--- src/rtl/sobel_pkg.sv ---
package sobel_pkg;

  typedef enum logic [0:0] {
    ST_IDLE = 1'b0,
    ST_RUN  = 1'b1
  } run_state_e;

  // Travels beside a window position through the pipeline
  typedef struct packed {
    logic valid;     // a result write belongs to this slot
    logic interior;  // centre has a complete 3x3 neighbourhood
  } slot_tag_t;

endpackage

--- src/rtl/sobel_addr_gen.sv ---
module sobel_addr_gen import sobel_pkg::*; #(
  parameter int IMG_W  = 160,
  parameter int IMG_H  = 120,
  parameter int ADDR_W = 15,
  parameter int COL_W  = 8
) (
  input  logic              clk,
  input  logic              rst_n,
  input  logic              start,
  output logic              rd_en,
  output logic [ADDR_W-1:0] rd_addr,
  output logic              s1_shift,
  output logic              s1_pix_ok,
  output logic [COL_W-1:0]  s1_col,
  output slot_tag_t         s1_tag,
  output logic [ADDR_W-1:0] s1_caddr
);
  localparam int NPIX  = IMG_W * IMG_H;
  localparam int LAST  = NPIX + IMG_W;    // flush runs on past the frame
  localparam int CNT_W = $clog2(LAST + 1);
  localparam int ROW_W = $clog2(IMG_H + 1);

  run_state_e       state;
  logic [CNT_W-1:0] k;
  logic [COL_W-1:0] col;
  logic [ROW_W-1:0] row;
  logic             in_frame, centre_ok, interior, running;

  assign running   = (state == ST_RUN);
  assign in_frame  = (k < CNT_W'(NPIX));
  assign centre_ok = (k >= CNT_W'(IMG_W + 1));
  assign interior  = in_frame && (row >= ROW_W'(2)) && (col >= COL_W'(2));
  assign rd_en     = running && in_frame;
  assign rd_addr   = k[ADDR_W-1:0];

  always_ff @(posedge clk or negedge rst_n) begin
    if (!rst_n) begin
      state     <= ST_IDLE;
      k         <= '0;
      col       <= '0;
      row       <= '0;
      s1_shift  <= 1'b0;
      s1_pix_ok <= 1'b0;
      s1_col    <= '0;
      s1_tag    <= '0;
      s1_caddr  <= '0;
    end else begin
      s1_shift        <= running;
      s1_pix_ok       <= rd_en;
      s1_col          <= col;
      s1_tag.valid    <= running && centre_ok;
      s1_tag.interior <= interior;
      s1_caddr        <= ADDR_W'(k - CNT_W'(IMG_W + 1));
      case (state)
        ST_IDLE: begin
          if (start) begin
            state <= ST_RUN;
            k     <= '0;
            col   <= '0;
            row   <= '0;
          end
        end
        ST_RUN: begin
          k <= k + 1'b1;
          if (col == COL_W'(IMG_W - 1)) begin
            col <= '0;
            row <= row + 1'b1;
          end else begin
            col <= col + 1'b1;
          end
          if (k == CNT_W'(LAST)) state <= ST_IDLE;
        end
        default: state <= ST_IDLE;
      endcase
    end
  end

  // a pass opens its reads at address 0
  assert_rd_first_R1: assert property (@(posedge clk) disable iff (!rst_n)
    $rose(rd_en) |-> (rd_addr == '0));

  // back-to-back reads step by one address
  assert_rd_step_R1: assert property (@(posedge clk) disable iff (!rst_n)
    (rd_en && $past(rd_en)) |-> (rd_addr == $past(rd_addr) + 1'b1));

endmodule

--- src/rtl/sobel_window.sv ---
module sobel_window #(
  parameter int IMG_W = 160,
  parameter int PIX_W = 8,
  parameter int COL_W = 8
) (
  input  logic                        clk,
  input  logic                        rst_n,
  input  logic                        shift,
  input  logic [COL_W-1:0]            col,
  input  logic [PIX_W-1:0]            pix,
  output logic [2:0][2:0][PIX_W-1:0]  win
);
  // line_q[0] holds the line above the incoming one, line_q[1] the one above that
  logic [PIX_W-1:0]       line_q [2][IMG_W];
  logic [2:0][PIX_W-1:0]  tap;

  always_comb begin
    tap[0] = line_q[1][col];
    tap[1] = line_q[0][col];
    tap[2] = pix;
  end

  always_ff @(posedge clk) begin
    if (shift) begin
      line_q[1][col] <= line_q[0][col];
      line_q[0][col] <= pix;
    end
  end

  // One shifting row of three taps per window line; column 2 is the newest
  for (genvar r = 0; r < 3; r++) begin : g_row
    always_ff @(posedge clk or negedge rst_n) begin
      if (!rst_n) begin
        win[r] <= '0;
      end else if (shift) begin
        win[r][0] <= win[r][1];
        win[r][1] <= win[r][2];
        win[r][2] <= tap[r];
      end
    end
  end

endmodule

--- src/rtl/sobel_grad.sv ---
module sobel_grad import sobel_pkg::*; #(
  parameter int PIX_W  = 8,
  parameter int ADDR_W = 15,
  parameter int NPIX   = 19200
) (
  input  logic                       clk,
  input  logic                       rst_n,
  input  slot_tag_t                  in_tag,
  input  logic [ADDR_W-1:0]          in_addr,
  input  logic [2:0][2:0][PIX_W-1:0] win,
  output logic                       wr_en,
  output logic [ADDR_W-1:0]          wr_addr,
  output logic [PIX_W-1:0]           wr_data
);
  localparam int GRAD_W = PIX_W + 3;          // signed, holds +/-1020
  localparam int MAG_W  = PIX_W + 2;          // |gradient|
  localparam int SQ_W   = 2 * MAG_W + 1;      // sum of two squares
  localparam int ROOT_W = (SQ_W + 1) / 2;
  localparam int SQ2_W  = 2 * ROOT_W;

  function automatic logic signed [GRAD_W-1:0] px(input logic [PIX_W-1:0] v);
    return $signed(GRAD_W'(v));
  endfunction

  function automatic logic [ROOT_W-1:0] isqrt(input logic [SQ_W-1:0] s);
    logic [ROOT_W-1:0] r, t;
    logic [SQ2_W-1:0]  sq;
    r = '0;
    for (int b = ROOT_W - 1; b >= 0; b--) begin
      t  = r | (ROOT_W'(1) << b);
      sq = t * t;
      if (sq <= SQ2_W'(s)) r = t;
    end
    return r;
  endfunction

  // Stage A: gradients and absolute values
  logic signed [GRAD_W-1:0] gx, gy;
  always_comb begin
    gx = (px(win[0][2]) + (px(win[1][2]) <<< 1) + px(win[2][2]))
       - (px(win[0][0]) + (px(win[1][0]) <<< 1) + px(win[2][0]));
    gy = (px(win[0][0]) + (px(win[0][1]) <<< 1) + px(win[0][2]))
       - (px(win[2][0]) + (px(win[2][1]) <<< 1) + px(win[2][2]));
  end

  slot_tag_t         a_tag, b_tag;
  logic [ADDR_W-1:0] a_addr, b_addr;
  logic [MAG_W-1:0]  ax, ay;
  logic [SQ_W-1:0]   b_sum;
  logic [2*MAG_W-1:0] sqx, sqy;
  logic [ROOT_W-1:0] root;
  logic [PIX_W-1:0]  clamped;

  always_comb begin
    sqx     = ax * ax;
    sqy     = ay * ay;
    root    = isqrt(b_sum);
    clamped = (root > ROOT_W'((1 << PIX_W) - 1)) ? '1 : root[PIX_W-1:0];
  end

  always_ff @(posedge clk or negedge rst_n) begin
    if (!rst_n) begin
      a_tag   <= '0;
      a_addr  <= '0;
      ax      <= '0;
      ay      <= '0;
      b_tag   <= '0;
      b_addr  <= '0;
      b_sum   <= '0;
      wr_en   <= 1'b0;
      wr_addr <= '0;
      wr_data <= '0;
    end else begin
      a_tag   <= in_tag;
      a_addr  <= in_addr;
      ax      <= MAG_W'(gx[GRAD_W-1] ? -gx : gx);
      ay      <= MAG_W'(gy[GRAD_W-1] ? -gy : gy);
      b_tag   <= a_tag;
      b_addr  <= a_addr;
      b_sum   <= {1'b0, sqx} + {1'b0, sqy};
      wr_en   <= b_tag.valid;
      wr_addr <= b_addr;
      wr_data <= b_tag.interior ? clamped : '0;
    end
  end

  // the root taken from the squared sum is its floor
  logic [SQ2_W+1:0] r_lo, r_hi;
  always_comb begin
    r_lo = root * root;
    r_hi = (root + 1'b1) * (root + 1'b1);
  end
  assert_root_floor_R4: assert property (@(posedge clk) disable iff (!rst_n)
    b_tag.valid |-> ((r_lo <= (SQ2_W+2)'(b_sum)) && (r_hi > (SQ2_W+2)'(b_sum))));

  // writes stay inside the frame and advance by one address
  assert_wr_range_R2: assert property (@(posedge clk) disable iff (!rst_n)
    wr_en |-> (int'(wr_addr) < NPIX));
  assert_wr_step_R2: assert property (@(posedge clk) disable iff (!rst_n)
    (wr_en && $past(wr_en)) |-> (wr_addr == $past(wr_addr) + 1'b1));

endmodule

--- src/rtl/sobel_edge_engine.sv ---
module sobel_edge_engine import sobel_pkg::*; #(
  parameter  int IMG_W  = 160,
  parameter  int IMG_H  = 120,
  parameter  int PIX_W  = 8,
  localparam int ADDR_W = $clog2(IMG_W * IMG_H)
) (
  input  logic              clk,
  input  logic              rst_n,
  input  logic              start,
  output logic              done,
  output logic              rd_en,
  output logic [ADDR_W-1:0] rd_addr,
  input  logic [PIX_W-1:0]  rd_data,
  output logic              wr_en,
  output logic [ADDR_W-1:0] wr_addr,
  output logic [PIX_W-1:0]  wr_data
);
  localparam int NPIX  = IMG_W * IMG_H;
  localparam int COL_W = $clog2(IMG_W);

  logic                       s1_shift, s1_pix_ok;
  logic [COL_W-1:0]           s1_col;
  slot_tag_t                  s1_tag, s2_tag;
  logic [ADDR_W-1:0]          s1_caddr, s2_caddr;
  logic [PIX_W-1:0]           pix_in;
  logic [2:0][2:0][PIX_W-1:0] win;

  sobel_addr_gen #(
    .IMG_W(IMG_W), .IMG_H(IMG_H), .ADDR_W(ADDR_W), .COL_W(COL_W)
  ) u_addr (
    .clk(clk), .rst_n(rst_n), .start(start),
    .rd_en(rd_en), .rd_addr(rd_addr),
    .s1_shift(s1_shift), .s1_pix_ok(s1_pix_ok), .s1_col(s1_col),
    .s1_tag(s1_tag), .s1_caddr(s1_caddr)
  );

  assign pix_in = s1_pix_ok ? rd_data : '0;

  sobel_window #(
    .IMG_W(IMG_W), .PIX_W(PIX_W), .COL_W(COL_W)
  ) u_win (
    .clk(clk), .rst_n(rst_n), .shift(s1_shift), .col(s1_col),
    .pix(pix_in), .win(win)
  );

  // Tag rides alongside the window update
  always_ff @(posedge clk or negedge rst_n) begin
    if (!rst_n) begin
      s2_tag   <= '0;
      s2_caddr <= '0;
    end else begin
      s2_tag   <= s1_tag;
      s2_caddr <= s1_caddr;
    end
  end

  sobel_grad #(
    .PIX_W(PIX_W), .ADDR_W(ADDR_W), .NPIX(NPIX)
  ) u_grad (
    .clk(clk), .rst_n(rst_n), .in_tag(s2_tag), .in_addr(s2_caddr), .win(win),
    .wr_en(wr_en), .wr_addr(wr_addr), .wr_data(wr_data)
  );

  always_ff @(posedge clk or negedge rst_n) begin
    if (!rst_n) done <= 1'b0;
    else        done <= wr_en && (wr_addr == ADDR_W'(NPIX - 1));
  end

  // done lasts one cycle and is not followed by a write
  assert_done_pulse_R6: assert property (@(posedge clk) disable iff (!rst_n)
    done |=> !done);
  assert_quiet_after_done_R6: assert property (@(posedge clk) disable iff (!rst_n)
    done |=> !wr_en);

  // a write always lags the read pointer
  assert_wr_behind_rd_R8: assert property (@(posedge clk) disable iff (!rst_n)
    (wr_en && rd_en) |-> (wr_addr < rd_addr));

endmodule

--- config.mk ---
export PLATFORM = sky130hd
export DESIGN_NAME = sobel_edge_engine
export DESIGN_NICKNAME = d
export VERILOG_FILES = /design/src/rtl/sobel_pkg.sv /design/src/rtl/sobel_addr_gen.sv /design/src/rtl/sobel_window.sv /design/src/rtl/sobel_grad.sv /design/src/rtl/sobel_edge_engine.sv
export SDC_FILE = /design/constraint.sdc
export NUM_CORES = 2
export LEC_CHECK = 0
export ABC_AREA = 1
export BUFFER_PORTS_ARGS = -buffer_cell sky130_fd_sc_hd__clkbuf_2
export CELL_PAD_IN_SITES_DETAIL_PLACEMENT = 0
export CELL_PAD_IN_SITES_GLOBAL_PLACEMENT = 2
export CORE_MARGIN = 10
export CORE_UTILIZATION = 42
export CTS_CLUSTER_SIZE = 20
export DETAILED_ROUTE_END_ITERATION = 6
export GPL_ROUTABILITY_DRIVEN = 0
export PLACE_DENSITY = 0.73
export SLEW_MARGIN = 40
export SYNTH_ARGS = -nofsm -noshare
export SYNTH_HDL_FRONTEND = slang
export SYNTH_SLANG_ARGS = --single-unit
--- constraint.sdc ---
create_clock -name clk -period 41.3 [get_ports clk]
set_input_delay 2.065 -clock clk [delete_from_list [all_inputs] [get_ports clk]]
set_output_delay 2.065 -clock clk [all_outputs]
set_load 0.1 [all_outputs]
# --- Word-level counts from Yosys, hierarchy flattened ---
# Memories as Yosys holds them, arrays and structs flattened.
# Cells that the tools add are included.
op_classes:
  n_mul: 12
  magnitude_cmp: 18
  n_mux: 37
  reduce_logical: 7
  bitwise_logic: 2
  n_eq_ne: 5
  addsub: 17
op_table:
  columns: ["cell", "count"]
  rows:
  - ["1280-bit 2-to-1 mux", 1]
  - ["22-bit by 21-bit <= comparator with 1-bit output", 10]
  - ["11-bit by 11-bit multiplier with 22-bit output", 10]
  - ["8-bit binary-select mux with 8-bit select", 2]
  - ["8-bit 2-to-1 mux", 11]
  - ["8-bit demux with 8-bit select", 1]
  - ["11-bit by 9-bit adder with 11-bit output", 4]
  - ["8-bit by 9-bit adder with 10-bit output", 4]
  - ["10-bit by 10-bit multiplier with 20-bit output", 2]
  - ["15-bit equality test (second input constant)", 2]
  - ["10-bit 2-to-1 mux", 3]
  - ["15-bit one-hot mux with 2 select lines", 1]
  - ["11-bit subtractor", 2]
  - ["20-bit by 20-bit adder with 21-bit output", 1]
  - ["21-bit <= comparator (first input constant)", 1]
  - ["7-bit 2-to-1 mux", 3]
  - ["10-bit negation", 2]
  - ["8-bit one-hot mux with 2 select lines", 1]
  - ["15-bit by 1-bit adder with 15-bit output (second input constant)", 1]
  - ["15-bit by 8-bit greater-or-equal comparator with 1-bit output (second input constant)", 1]
  - ["15-bit less-than comparator (second input constant)", 1]
  - ["15-bit 2-to-1 mux", 1]
  - ["15-bit by 8-bit subtractor with 15-bit output (second input constant)", 1]
  - ["7-bit one-hot mux with 2 select lines", 1]
  - ["22 further kinds", 31]
totals:
  output_inout_bits: 41
  ram_bits: 2560
  word_cells: 134
  inputBits: 11
  regBits: 247
  n_memories: 1
memory_table:
  columns: ["name", "words", "word_bits", "read_ports", "rd_clocked_by_memory_dff", "wr", "line", "rtl"]
  rows:
  - ["u_win.line_q", 2, 1280, 2, 0, 2, "sobel_window.sv:14", "logic [PIX_W-1:0] line_q [2][IMG_W];"]

# --- Logic depth before layout (Yosys ltp) ---
logic_depth:
  word_depth: 35
  depth_mapped: 232
  depth_no_buf: 228

# --- By module ---
# Synthesis repeated with hierarchy kept, for this count alone.
unflattened:
  cells_unflattened: 12098
  hier_area_um2: 131376.0
by_module_without_submodules:
  columns: ["mod", "n_inst", "cells_per_inst", "area_each_um2", "seq_area_each_um2"]
  rows:
  - ["sobel_window", 1, 9008, 104751.7, 78675.5]
  - ["sobel_grad", 1, 2710, 23248.5, 2477.4]
  - ["sobel_addr_gen", 1, 326, 2788.9, 1451.4]
  - ["sobel_edge_engine", 1, 54, 586.8, 450.4]

# --- Worst setup path before layout ---
# No wires, ideal clock.
synth_timing:
  kind: "reg2reg"
  from: "register u_grad.b_sum[20]"
  to: "register u_grad.wr_data[7]"
  n_path_buf: 7
  setup_ps: 148
  arrival_time_ps: 40113
  period_less_slack_ps: 40261
  required_ps: 41152
  path_stages_with_launch: 207
  path_slack_ps: 1039
  path_cell_list: "dfrtp_1 > clkbuf_1 > inv_1 > clkbuf_1 > nand2_1 > inv_1 > ha_1 > xor2_1 > ha_1 > nand2_1 > nor2_1 > nand2_1 > nand2_2 > buf_1 > nor2_1 > ha_1 > or2_2 > ha_1 > (+171 left out) > ha_1 > nand2_1 > a21oi_1 > nor2_1 > nand3_1 > a21o_1 > a21boi_0 > xnor2_1 > ha_1 > nand2_1 > nor2_1 > nand3_1 > nor4_1 > nand3_1 > nand2_1 > nand3_1 > nand2_1 > a21oi_1"
synth_between:
  elab_chain_cells: 35
synth_rtl:
  columns: ["item", "line", "rtl"]
  rows:
  - ["start, declared", "sobel_grad.sv:49", "logic [SQ_W-1:0] b_sum;"]
  - ["start signal, assigned", "sobel_grad.sv:80", "b_sum <= {1'b0, sqx} + {1'b0, sqy};"]
  - ["21-bit <= comparator", "sobel_grad.sv:32", "if (sq <= SQ2_W'(s)) r = t;"]
  - ["11-bit 2-to-1 mux", "sobel_grad.sv:32", null]
  - ["11-bit by 11-bit multiplier with 22-bit output", "sobel_grad.sv:31", "sq = t * t;"]
  - ["22-bit by 21-bit <= comparator with 1-bit output", "sobel_grad.sv:32", null]
  - ["10-bit 2-to-1 mux", "sobel_grad.sv:32", null]
  - ["11-bit by 11-bit multiplier with 22-bit output", "sobel_grad.sv:31", null]
  - ["22-bit by 21-bit <= comparator with 1-bit output", "sobel_grad.sv:32", null]
  - ["9-bit 2-to-1 mux", "sobel_grad.sv:32", null]
  - ["(+19 left out)", null, null]
  - ["22-bit by 21-bit <= comparator with 1-bit output", "sobel_grad.sv:32", null]
  - ["2-bit 2-to-1 mux", "sobel_grad.sv:32", null]
  - ["11-bit by 11-bit multiplier with 22-bit output", "sobel_grad.sv:31", null]
  - ["22-bit by 21-bit <= comparator with 1-bit output", "sobel_grad.sv:32", null]
  - ["1-bit 2-to-1 mux", "sobel_grad.sv:32", null]
  - ["11-bit by 8-bit > comparator with 1-bit output", "sobel_grad.sv:58", "clamped = (root > ROOT_W'((1 << PIX_W) - 1)) ? '1 : root[PIX_W-1:0];"]
  - ["8-bit 2-to-1 mux (*)", "sobel_grad.sv:58", null]
  - ["8-bit 2-to-1 mux (*)", "sobel_grad.sv:83", "wr_data <= b_tag.interior ? clamped : '0;"]
  - ["end signal, assigned", "sobel_grad.sv:83", null]
  - ["end, declared", "sobel_grad.sv:13", "output logic [PIX_W-1:0] wr_data"]
# Mark *: on every way between the ends. The rest lies on a longest branch, timed or not.
# A chain may end at the register's enable or synchronous reset.

# --- Worst setup path after layout ---
layout_timing:
  from: "register u_grad.b_sum[20]"
  to: "register u_grad.wr_data[4]"
# Same word-level chain as after synthesis.

==> flow_summary.json <==
{
  "drc": 0,
  "rr_worst_depth": 202,
  "clock_path_buffers": 4,
  "clk-insertion-delay-late_ns": 0.91,
  "fmax_mhz": 25.7,
  "critPathTopFamily": "adder cells",
  "synth_nets": 10052,
  "nets": 10305,
  "synth_area_leaders": "edfxtp_1, a22oi_1, fa_1",
  "hold_violations": 0,
  "num_vias": 77702,
  "grt_pass1_vias": 77409,
  "synth.distinct_cells": 52,
  "netlist.area_leader.share_pct": 61.5,
  "reg_top3": "u_win.line_q (2560), u_win.win (72), u_grad.b_sum (21)",
  "clockRootBuffer": "clkbuf_16",
  "core-area_sq_um": 297000,
  "floorplan.die_area_sq_um": 320000,
  "syn_inst": 9249,
  "synthArstFlopShare_pct": 8.80,
  "syn_area_sq_um": 125000,
  "required_ns": 42.10,
  "drt_pass1_iterations": 6,
  "timing.slew.headroom_pct": 36.8,
  "grt_first_pass_wirelength_um": 546000,
  "setup_violations": 0,
  "endpoint": "u_grad.wr_data[4]",
  "portBuffers": 51,
  "antenna_found_initial": 20,
  "cts_buffers": 300,
  "synth_most_common_cell": "edfxtp_1",
  "dp_slack_ns": 0.565,
  "dp.cells": 13128,
  "drt_iter0_markers": 8372,
  "layout_setup_ws_ns": 2.36,
  "slew_violations": 0,
  "r2r_end": "u_grad.wr_data[4]",
  "end_kind": "register",
  "post-dp-hpwl_um": 232000,
  "crit_fanout": 14,
  "clock-sinks": 2807,
  "pin_count": 52,
  "seq_area_frac_synth_pct": 66.5,
  "final_cell_count_no_fill": 13676,
  "vias_per_cell": 5.68,
  "r2r_start": "u_grad.b_sum[20]",
  "grt-ovfl-total": 0,
  "top_register": "u_win.line_q",
  "syn2layout_area_growth_pct": 12.6,
  "final_area_sq_um": 141000,
  "ys_ff_latch": 2807,
  "h-tree-depth": 5,
  "synth_top_area_cell": "edfxtp_1",
  "outcome": "complete, no violations",
  "critPathKind": "register to register",
  "grtUsageTotal_pct": 23.0,
  "wl_per_cell_um": 27.6,
  "clock_skew_ns": 0.0633,
  "clk_pin_slew_ns": 0.06,
  "cp-startpoint": "u_grad.b_sum[20]",
  "crit_slowest_cell": "fa_2",
  "max_cap_viol_count": 0,
  "synth-edff-count": 2560,
  "drive_gt1_share_pct": 10.4,
  "ys_top_cells_by_count": "edfxtp_1, a22oi_1, nand2_1",
  "max_stage_delay_ns": 0.58,
  "crit_top_cell": "inv_1",
  "path_depth": 202,
  "syn_avg_cell_area_sq_um": 13.5,
  "crit_path_start_kind": "register",
  "largest_reg_flops": 2560,
  "synth_warnings": 0,
  "postRouteWirelength_um": 377000,
  "drt.antenna.violating_nets": 0,
  "post-route-min-period_ns": 38.94,
  "cts_tree": "done",
  "crit_buf_inv": 37,
  "initial_core_util_pct": 42.1,
  "hold_buffers": 0,
  "rows": 200,
  "r2r_setup_slack_ns": 2.36,
  "fin_crit_sh_pct": 94.3,
  "die_x_um": 565,
  "place_area_sq_um": 131000,
  "synthFlopType": "edfxtp_1",
  "grt_max_degree": 135,
  "worstPathArrival_ns": 39.74,
  "tightest_slew_ns": 0.940,
  "hold_class": "register to register",
  "die_y_um": 565
}
## through the flow
stage,util [%],setup TNS [ns],hold slack (ns)
detailed placement,44.2,0,0.335
floorplan,-,0,0.331
finish,47.5,0,0.345
global placement,44.1,0,0.332
CTS,47.3,0,0.343
global route,47.5,-0.226,0.354
## layout make-up
class / count / area, sq um
Fill cell: 26003 / 156000
Sequential cell: 2807 / 83100
Multi-Input combinational cell: 5216 / 37300
Clock buffer: 366 / 7920
Tap cell: 3939 / 4930
Timing Repair Buffer: 385 / 3070
Inverter: 792 / 3040
Clock inverter: 165 / 1380
Antenna cell: 6 / 15.0
## worst min-delay path by stage
stage / to / slack (ns) / cells past startpoint / start
after floorplan: s2_caddr[0] / 0.33 / 0 / u_addr.s1_caddr[0]
after global placement: u_grad.b_addr[9] / 0.33 / 0 / u_grad.a_addr[9]
after detailed placement: u_grad.b_addr[2] / 0.33 / 0 / u_grad.a_addr[2]
after CTS: s2_tag[1] / 0.34 / 0 / u_addr.s1_tag[1]
after global routing: s2_caddr[13] / 0.35 / 0 / u_addr.s1_caddr[13]
final: s2_tag[1] / 0.34 / 0 / u_addr.s1_tag[1]
## cell usage in the layout (no fill, tap or decap), types with 11 or more instances in the layout
cell type      n
clkinv_1      71
inv_6         12
nand4_1       46
or2_2         91
ha_1         473
clkbuf_16    305
buf_6         11
a21o_1        11
clkinv_2      49
a21oi_1      602
buf_4        304
clkinvlp_4    14
nand3b_1      12
o31ai_1       15
clkbuf_2      50
nor2_2        36
o21bai_1      18
o21ai_0      116
inv_1        765
clkinv_8      12
bufinv_16     13
clkbuf_1      55
buf_12        13
xnor2_1       59
nand2_1     1186
a22oi_1     1279
a31oi_1       12
nand3_1      108
edfxtp_1    2560
o21ai_1       35
nor3_1        61
xor2_1       143
o22ai_1       20
dfrtp_1      246
or2_1         49
fa_1         307
nor2_4        13
nor2_1       422
or2_0         11
## routing by layer
| metal | vias to the layer above | track usage (%) | routed length [um] |
|---|---|---|---|
| li1 | 34327 | - | - |
| met1 | 39922 | 32.3 | 161000 |
| met2 | 2910 | 37.6 | 180000 |
| met3 | 535 | 3.02 | 25800 |
| met4 | 8 | 6.48 | 11500 |
| met5 | - | 0 | 52 |
## repair_timing
item                                    4_1_cts  5_1_grt
buffers inserted                              0        8
endpoints found under the setup margin        0        8
gates resized for setup                       0       61
## logic make-up (layout without fill, tap and decap cells)
logic type / after synthesis / in the layout / synth area share (%)
DFF: 2807 / 2807 / 66.5
AOI/OAI and AO/OA: 2144 / 2144 / 11.3
and+or+nand+nor: 2077 / 2077 / 6.91
buffers and inverters: 1226 / 1708 / 4.06
adders and majority gates: 792 / 792 / 9.80
xor gates and xnor gates: 202 / 202 / 1.42
muxes: 1 / 1 / 0.00901
other: 0 / 6 / 0
Power is not shown: default switching activity piles up to over one toggle a cycle in this logic, so the estimate is an artifact.
